File: src/rtl/bcd_pkg.sv
package bcd_pkg;
  localparam int DIGIT_W = 4;
  localparam logic [DIGIT_W-1:0] TOP_CODE = 4'd9;

  typedef enum logic [1:0] {
    STEP_HOLD  = 2'd0,
    STEP_COUNT = 2'd1,
    STEP_LOAD  = 2'd2
  } step_mode_t;
endpackage

File: src/rtl/bcd_mode_dec.sv
module bcd_mode_dec
  import bcd_pkg::*;
(
  input  logic       load_n,
  input  logic       step_en,
  input  logic       cin,
  output step_mode_t mode
);
  // load wins over both enables; counting needs both enables
  always_comb begin
    if (!load_n)                mode = STEP_LOAD;
    else if (step_en && cin)    mode = STEP_COUNT;
    else                        mode = STEP_HOLD;
  end
endmodule

File: src/rtl/bcd_next.sv
module bcd_next
  import bcd_pkg::*;
(
  input  logic [DIGIT_W-1:0] cur,
  input  logic [DIGIT_W-1:0] preset,
  input  step_mode_t         mode,
  output logic [DIGIT_W-1:0] nxt
);
  logic [DIGIT_W-1:0] incr;

  // 9 returns to 0; codes 10..15 climb and 15 wraps naturally
  always_comb begin
    if (cur == TOP_CODE) incr = '0;
    else                 incr = cur + 1'b1;
  end

  always_comb begin
    unique case (mode)
      STEP_LOAD:  nxt = preset;
      STEP_COUNT: nxt = incr;
      default:    nxt = cur;
    endcase
  end
endmodule

File: src/rtl/bcd_digit.sv
module bcd_digit
  import bcd_pkg::*;
(
  input  logic               clk,
  input  logic               clr_n,
  input  logic               load_n,
  input  logic               step_en,
  input  logic               cin,
  input  logic [DIGIT_W-1:0] preset,
  output logic [DIGIT_W-1:0] q,
  output logic               tc
);
  step_mode_t         mode;
  logic [DIGIT_W-1:0] nxt;

  bcd_mode_dec u_dec (
    .load_n  (load_n),
    .step_en (step_en),
    .cin     (cin),
    .mode    (mode)
  );

  bcd_next u_next (
    .cur    (q),
    .preset (preset),
    .mode   (mode),
    .nxt    (nxt)
  );

  always_ff @(posedge clk or negedge clr_n) begin
    if (!clr_n) q <= '0;
    else        q <= nxt;
  end

  // combinational look-ahead flag
  assign tc = cin && (q == TOP_CODE);

  // clear dominates clock edges
  always @(posedge clk) begin
    if (!clr_n) begin
      p_clear_hold_r1: assert (q == '0 && !tc);
    end
  end

  p_load_wins_r2: assert property (@(posedge clk) disable iff (!clr_n)
    !load_n |=> q == $past(preset));

  p_hold_r3: assert property (@(posedge clk) disable iff (!clr_n)
    (load_n && !(step_en && cin)) |=> $stable(q));

  p_wrap_nine_r4: assert property (@(posedge clk) disable iff (!clr_n)
    (load_n && step_en && cin && q == 4'd9) |=> q == 4'd0);

  p_step_r5: assert property (@(posedge clk) disable iff (!clr_n)
    (load_n && step_en && cin && q != 4'd9) |=> q == $past(q) + 4'd1);

  p_tc_gated_r6: assert property (@(posedge clk) disable iff (!clr_n)
    tc |-> cin);
endmodule

File: src/rtl/bcd_chain.sv
module bcd_chain
  import bcd_pkg::*;
#(
  parameter int DIGITS = 3
) (
  input  logic                      clk,
  input  logic                      clr_n,
  input  logic                      load_n,
  input  logic                      step_en,
  input  logic                      carry_in,
  input  logic [DIGITS*DIGIT_W-1:0] load_data,
  output logic [DIGITS*DIGIT_W-1:0] count_out,
  output logic [DIGITS-1:0]         digit_tc,
  output logic                      chain_tc
);
  localparam int TOTAL_W = DIGITS * DIGIT_W;

  logic [DIGITS:0] carry;

  assign carry[0] = carry_in;

  for (genvar k = 0; k < DIGITS; k++) begin : g_digit
    bcd_digit u_digit (
      .clk     (clk),
      .clr_n   (clr_n),
      .load_n  (load_n),
      .step_en (step_en),
      .cin     (carry[k]),
      .preset  (load_data[k*DIGIT_W +: DIGIT_W]),
      .q       (count_out[k*DIGIT_W +: DIGIT_W]),
      .tc      (carry[k+1])
    );
    assign digit_tc[k] = carry[k+1];
  end

  assign chain_tc = carry[DIGITS];

  // whole-chain flag needs the external carry-in
  p_chain_tc_r7: assert property (@(posedge clk) disable iff (!clr_n)
    chain_tc |-> (carry_in && &digit_tc));

  // all-nines with a full carry rolls every digit to zero
  p_rollover_r7: assert property (@(posedge clk) disable iff (!clr_n)
    (load_n && step_en && chain_tc) |=> count_out == {TOTAL_W{1'b0}});
endmodule

File: config.mk
export PLATFORM = sky130hd
export DESIGN_NAME = bcd_chain
export DESIGN_NICKNAME = d
export VERILOG_FILES = /design/src/rtl/bcd_pkg.sv /design/src/rtl/bcd_mode_dec.sv /design/src/rtl/bcd_next.sv /design/src/rtl/bcd_digit.sv /design/src/rtl/bcd_chain.sv
export SDC_FILE = /design/constraint.sdc
export NUM_CORES = 1
export LEC_CHECK = 0
export BUFFER_PORTS_ARGS = -buffer_cell sky130_fd_sc_hd__buf_2
export CORE_MARGIN = 5
export CORE_UTILIZATION = 42
export DETAILED_ROUTE_END_ITERATION = 12
export GPL_TIMING_DRIVEN = 1
export HOLD_SLACK_MARGIN = 0.08
export PLACE_DENSITY = 0.74
export SKIP_CTS_REPAIR_TIMING = 1
export SLEW_MARGIN = 20
export SYNTH_ARGS = -nofsm -noshare
export SYNTH_HDL_FRONTEND = slang
export SYNTH_SLANG_ARGS = --single-unit
File: constraint.sdc
create_clock -name clk -period 1.5 [get_ports clk]
set_input_delay 0.225 -clock clk [delete_from_list [all_inputs] [get_ports clk]]
set_output_delay 0.225 -clock clk [all_outputs]
set_load 0.01 [all_outputs]
# Word-level counts from Yosys, hierarchy flattened
# Cells that the tools add are included.
totals:
  input_bits: 17
  mem_bits_ro: 0
  output_inout_bits: 16
  ff_bits: 12
  n_memories: 0
  ram_bits: 0
  elab_cells: 36
  latchBits: 0
op_classes:
  magnitude_cmp: 0
  n_mux: 12
  div: 0
  n_mul: 0
  n_shift: 0
  eq_ne: 9
  bitwise: 0
  addsub: 3
  n_reduce_logical: 9
ops:
  columns: ["op", "count"]
  rows:
  - ["$pmux W4 S2", 3]
  - ["$add A4 B1 Y4 const B", 3]
  - ["$eq A4 B4 Y1 const B", 3]
  - ["$mux W4", 3]
  - ["$eq A2 B1 Y1 const B", 3]
  - ["$eq A2 B2 Y1 const B", 3]
  - ["$logic_and A1 B1 Y1", 6]
  - ["$mux W2", 3]
  - ["$reduce_bool A2 Y1", 3]
  - ["$mux W1", 3]

# Logic depth before layout (Yosys ltp)
logic_depth:
  depth_word: 8
  mapped_depth: 4

# By module
# From an unflattened synthesis, not the netlist that was laid out.
hier_totals:
  cells_unflattened: 121
  area_unflattened_um2: 1088.5
modules_own_cells:
  columns: ["mod", "instances", "seq_area_each_um2", "cells_per_inst", "area_each_um2"]
  rows:
  - ["bcd_next", 3, 0.0, 32, 217.7]
  - ["bcd_digit", 3, 100.1, 6, 132.6]
  - ["bcd_mode_dec", 3, 0.0, 2, 10.0]
  - ["bcd_chain", 1, 0.0, 1, 7.5]

# Least setup slack after synthesis
# OpenSTA, ideal clock, no wires.
synth_timing:
  path_type: "reg2reg"
  startpoint: "register g_digit[0].u_digit.q[1]"
  endpoint: "register g_digit[2].u_digit.q[3]"
  period_less_slack_ns: 1.555
  t_required_ns: 1.359
  stages_incl_launch_ff: 5
  setup_time_ns: 0.141
  path_slack_ns: -0.055
  n_path_buf: 0
  arrival_ns: 1.414
  path_cell_list: "dfrtp_1 nand3b_4 or4_4 o21ai_1 a31oi_1"
synth_between:
  elab_chain_cells: 8
  word_cells_on_any_way: 10
synth_lines:
  columns: ["item", "line_no", "source"]
  rows:
  - ["from (decl)", "bcd_digit.sv:10", "output logic [DIGIT_W-1:0] q,"]
  - ["from (signal assigned)", "bcd_digit.sv:32", "else q <= nxt;"]
  - ["$eq A4 B4 Y1 (*)", "bcd_digit.sv:36", "assign tc = cin && (q == TOP_CODE);"]
  - ["$logic_and A1 B1 Y1 (*) (2 in a row)", "bcd_digit.sv:36", null]
  - ["$logic_and A1 B1 Y1 (*)", "bcd_mode_dec.sv:12", "else if (step_en && cin) mode = STEP_COUNT;"]
  - ["$mux W1 (*)", "bcd_mode_dec.sv:12", null]
  - ["$mux W2 (*)", "bcd_mode_dec.sv:11", "if (!load_n) mode = STEP_LOAD;"]
  - ["$eq A2 B1 Y1 / $eq A2 B2 Y1 (equally long branches)", "bcd_next.sv:18", "unique case (mode)"]
  - ["$pmux W4 S2 / $reduce_bool A2 Y1 (equally long branches)", null, null]
  - ["to (signal assigned)", "bcd_digit.sv:32", null]
  - ["to (decl)", "bcd_digit.sv:10", null]
# Mark *: on every way between the ends. The rest lies on a longest branch, timed or not.
# A chain may end at the register's enable or synchronous reset.

# Final worst setup path
layout_timing:
  startpoint: "register g_digit[1].u_digit.q[2]"
  endpoint: "output port digit_tc[2]"
layout_between:
  elab_chain_cells: 3
layout_lines:
  columns: ["item", "line_no", "source"]
  rows:
  - ["from (decl)", "bcd_digit.sv:10", null]
  - ["from (signal assigned)", "bcd_digit.sv:32", null]
  - ["$eq A4 B4 Y1", "bcd_digit.sv:36", null]
  - ["$logic_and A1 B1 Y1 (2 in a row)", "bcd_digit.sv:36", null]
  - ["to (decl)", "bcd_chain.sv:13", "output logic [DIGITS-1:0] digit_tc,"]
# Every way passes these cells.

==> impl_metrics.json <==
{
  "holdCritStartpoint": "load_data[0]",
  "hold_path.class": "primary input to flip-flop",
  "crit_path_start_kind": "flip-flop",
  "grt_pass1_vias": 792,
  "rsz0062_at_grt": "true",
  "grt_remaining_overflow": 0,
  "largest_register_ffs": 12,
  "synth_nets": 110,
  "timing.rr.end": "g_digit[2].u_digit.q[3]$_DFFE_PN0P_",
  "syn_area_um2": 792.0,
  "num_io_pins": 33,
  "worstMarginPinSlew_ns": 0.4186,
  "yosysSeqAreaShare_pct": 37.91,
  "grt_usage_pct": 16.12,
  "drt_iter0_drc": 11,
  "gp_congestion": 0.8248,
  "critical_path_arrival_ns": 1.42,
  "hold_path_depth": 3,
  "rr_worst_depth": 4,
  "layout_commonest_cell": "buf_2",
  "ir_drop_uv": 543.0,
  "maxCapViolCount": 0,
  "area_growth_syn_to_layout_pct": 42.65,
  "root_buffer": "clkbuf_4",
  "min_period_over_period_pct": 109.4,
  "p_leak_nw": 0.5187,
  "grt_first_pass_wirelength_um": 3401,
  "worst-setup-path-type": "flip-flop to output port",
  "ys_warn_count": 0,
  "fp.dieArea_um2": 2854,
  "cp.required_ns": 1.27,
  "core_region_area_um2": 1764,
  "cp_max_fo": 5,
  "fin_skew_ns": 0.007596,
  "crit_chain": "nand4bb_4, nor3_4, and4_1, buf_2",
  "r2r-start": "g_digit[1].u_digit.q[2]$_DFFE_PN0P_",
  "clock_latency_ns": 0.27,
  "max_freq_mhz": 609.3,
  "cts.sinks": 12,
  "slew_headroom_pct": 71.84,
  "min_to": "g_digit[0].u_digit.q[0]$_DFFE_PN0P_",
  "wl_per_cell_um": 13.10,
  "slowest_delay_ns": 0.39,
  "setup_ws_ns": -0.1411,
  "final_nets": 156,
  "fin_util_pct": 64.04,
  "fp-row-count": 15,
  "worst_path_max_delay_cell": "dfrtp_1",
  "tritoncts": "yes",
  "violations": "negative setup slack",
  "grt_antenna_before_repair": 0,
  "r2r_slack_ns": -0.08,
  "dieHeight_um": 53.43,
  "cts_inserted_buffers": 3,
  "pwr_density_cell_nw_per_um2": 846.6,
  "cp-end-kind": "output port",
  "dp_slack_ns": 0.001205,
  "cts_buffer_depth": 2,
  "drive_gt1_share_pct": 43.48,
  "start_util_pct": 44.89,
  "avgSynthCellArea_um2": 8.516,
  "report.final.hold_viol_count": 0,
  "cts_max_level": 1,
  "final_area_um2": 1130,
  "diodes": 0,
  "grt_max_degree": 25,
  "final_cell_mix": "31 x buf_2, 15 x nor2_1, 13 x buf_4",
  "synth_cell_type_count": 26,
  "layout_min_cycle_time_ns": 1.641,
  "netlist_instances": 93,
  "slew_viol_final": 0,
  "clkTransAtPathRegs_ns": 0.09,
  "setup_viol": 6,
  "via_count": 843,
  "regMostFlops": "g_digit.u_digit.q",
  "dr.pass1.iters": 4,
  "ant_nets": 0,
  "ys_seq_elements": 12,
  "die_width_um": 53.43,
  "largestRegisters": "g_digit.u_digit.q: 12 flops",
  "wirelength_um": 2135,
  "place_area_um2": 1023,
  "port_buffers": 32,
  "drc": 0,
  "status": "finished, violations left",
  "via_per_inst": 5.172
}
per-layer routing:
layer | up-vias | GRT usage, % | wire [um]
li1 | 421 | - | -
met1 | 387 | 19.86 | 898
met2 | 33 | 27.96 | 1061
met3 | 2 | 2.817 | 159
met4 | 0 | 5.106 | 17
met5 | - | 0 | 0
worst max-delay path, delay by kind of cell (launching register included):
family	cells	cell delay, ns
buffers and inverters	1	0.13
and+or+nand+nor	3	0.62
DFF	1	0.39
cell type report:
class                      count  area (um2)
fill                         161       634.4
clock buffer                   4       36.28
inverter                       3       11.26
multi-input combinational     73       474.2
timing repair buffer          46       274.0
sequential                    12       302.8
tap                           25       31.28
synth_stat cells:
cell	number	area, um2
and3_1	1	6.260
and4_1	1	8.760
nand4b_1	2	17.52
xor2_1	2	17.52
inv_1	3	11.26
a21oi_1	9	45.04
nand3b_1	1	7.510
nor3_1	3	15.01
o21ai_1	2	10.01
nand4bb_4	1	27.53
dfrtp_1	12	300.3
clkbuf_1	2	7.510
nand2b_4	1	13.76
nand2_1	5	18.77
nor2_1	15	56.30
nand4_1	1	6.260
o21ai_0	5	25.02
a31oi_1	5	31.28
nand3b_4	1	20.02
nor2b_1	6	37.54
nor3b_1	1	7.510
nand3_1	2	10.01
xnor2_1	3	26.28
nor4_1	5	31.28
or4_4	1	11.26
buf_4	3	22.52
power breakdown:
part	switching [mW]	internal, mW
Clock	0.119	0.147
Combinational	0.155	0.146
Sequential	0.0313	0.357
Total	0.306	0.651
metrics by stage:
stage	instances	hold slack, ns	setup TNS [ns]	power (mW)
after global routing	163	0.1972	-0.8846	1.009
final	163	0.1941	-0.4437	0.9565
after CTS	158	-0.1751	-0.4425	0.9352
after global placement	154	0.1169	0	0.6628
after floorplan	93	-0.07059	-0.03473	0.5413
after detailed placement	154	0.1235	0	0.6743
how the worst max path moves through the flow:
stage                                   startpoint                                  end  slack (ns)  cells after the start
2_1_floorplan  g_digit[1].u_digit.q[2]$_DFFE_PN0P_  g_digit[2].u_digit.q[3]$_DFFE_PN0P_       -0.02                      4
3_3_place_gp   g_digit[1].u_digit.q[2]$_DFFE_PN0P_  g_digit[2].u_digit.q[3]$_DFFE_PN0P_        0.03                      4
3_5_place_dp   g_digit[1].u_digit.q[2]$_DFFE_PN0P_  g_digit[2].u_digit.q[2]$_DFFE_PN0P_       0.001                      4
4_1_cts        g_digit[0].u_digit.q[1]$_DFFE_PN0P_                             chain_tc       -0.20                      4
5_1_grt        g_digit[1].u_digit.q[2]$_DFFE_PN0P_                          digit_tc[2]       -0.23                      4
6_report       g_digit[1].u_digit.q[2]$_DFFE_PN0P_                          digit_tc[2]       -0.14                      4
cells by family (layout without fill, tap and decap cells):
| family | after synthesis | after routing | synth area share (%) |
|---|---|---|---|
| and+or+nand+nor | 47 | 47 | 37.28 |
| AOI/OAI and AO/OA | 21 | 21 | 14.06 |
| DFF | 12 | 12 | 37.91 |
| buffers and inverters | 8 | 53 | 5.213 |
| xor gates and xnor gates | 5 | 5 | 5.530 |
Note: power is estimated with default switching activity, not from simulation.
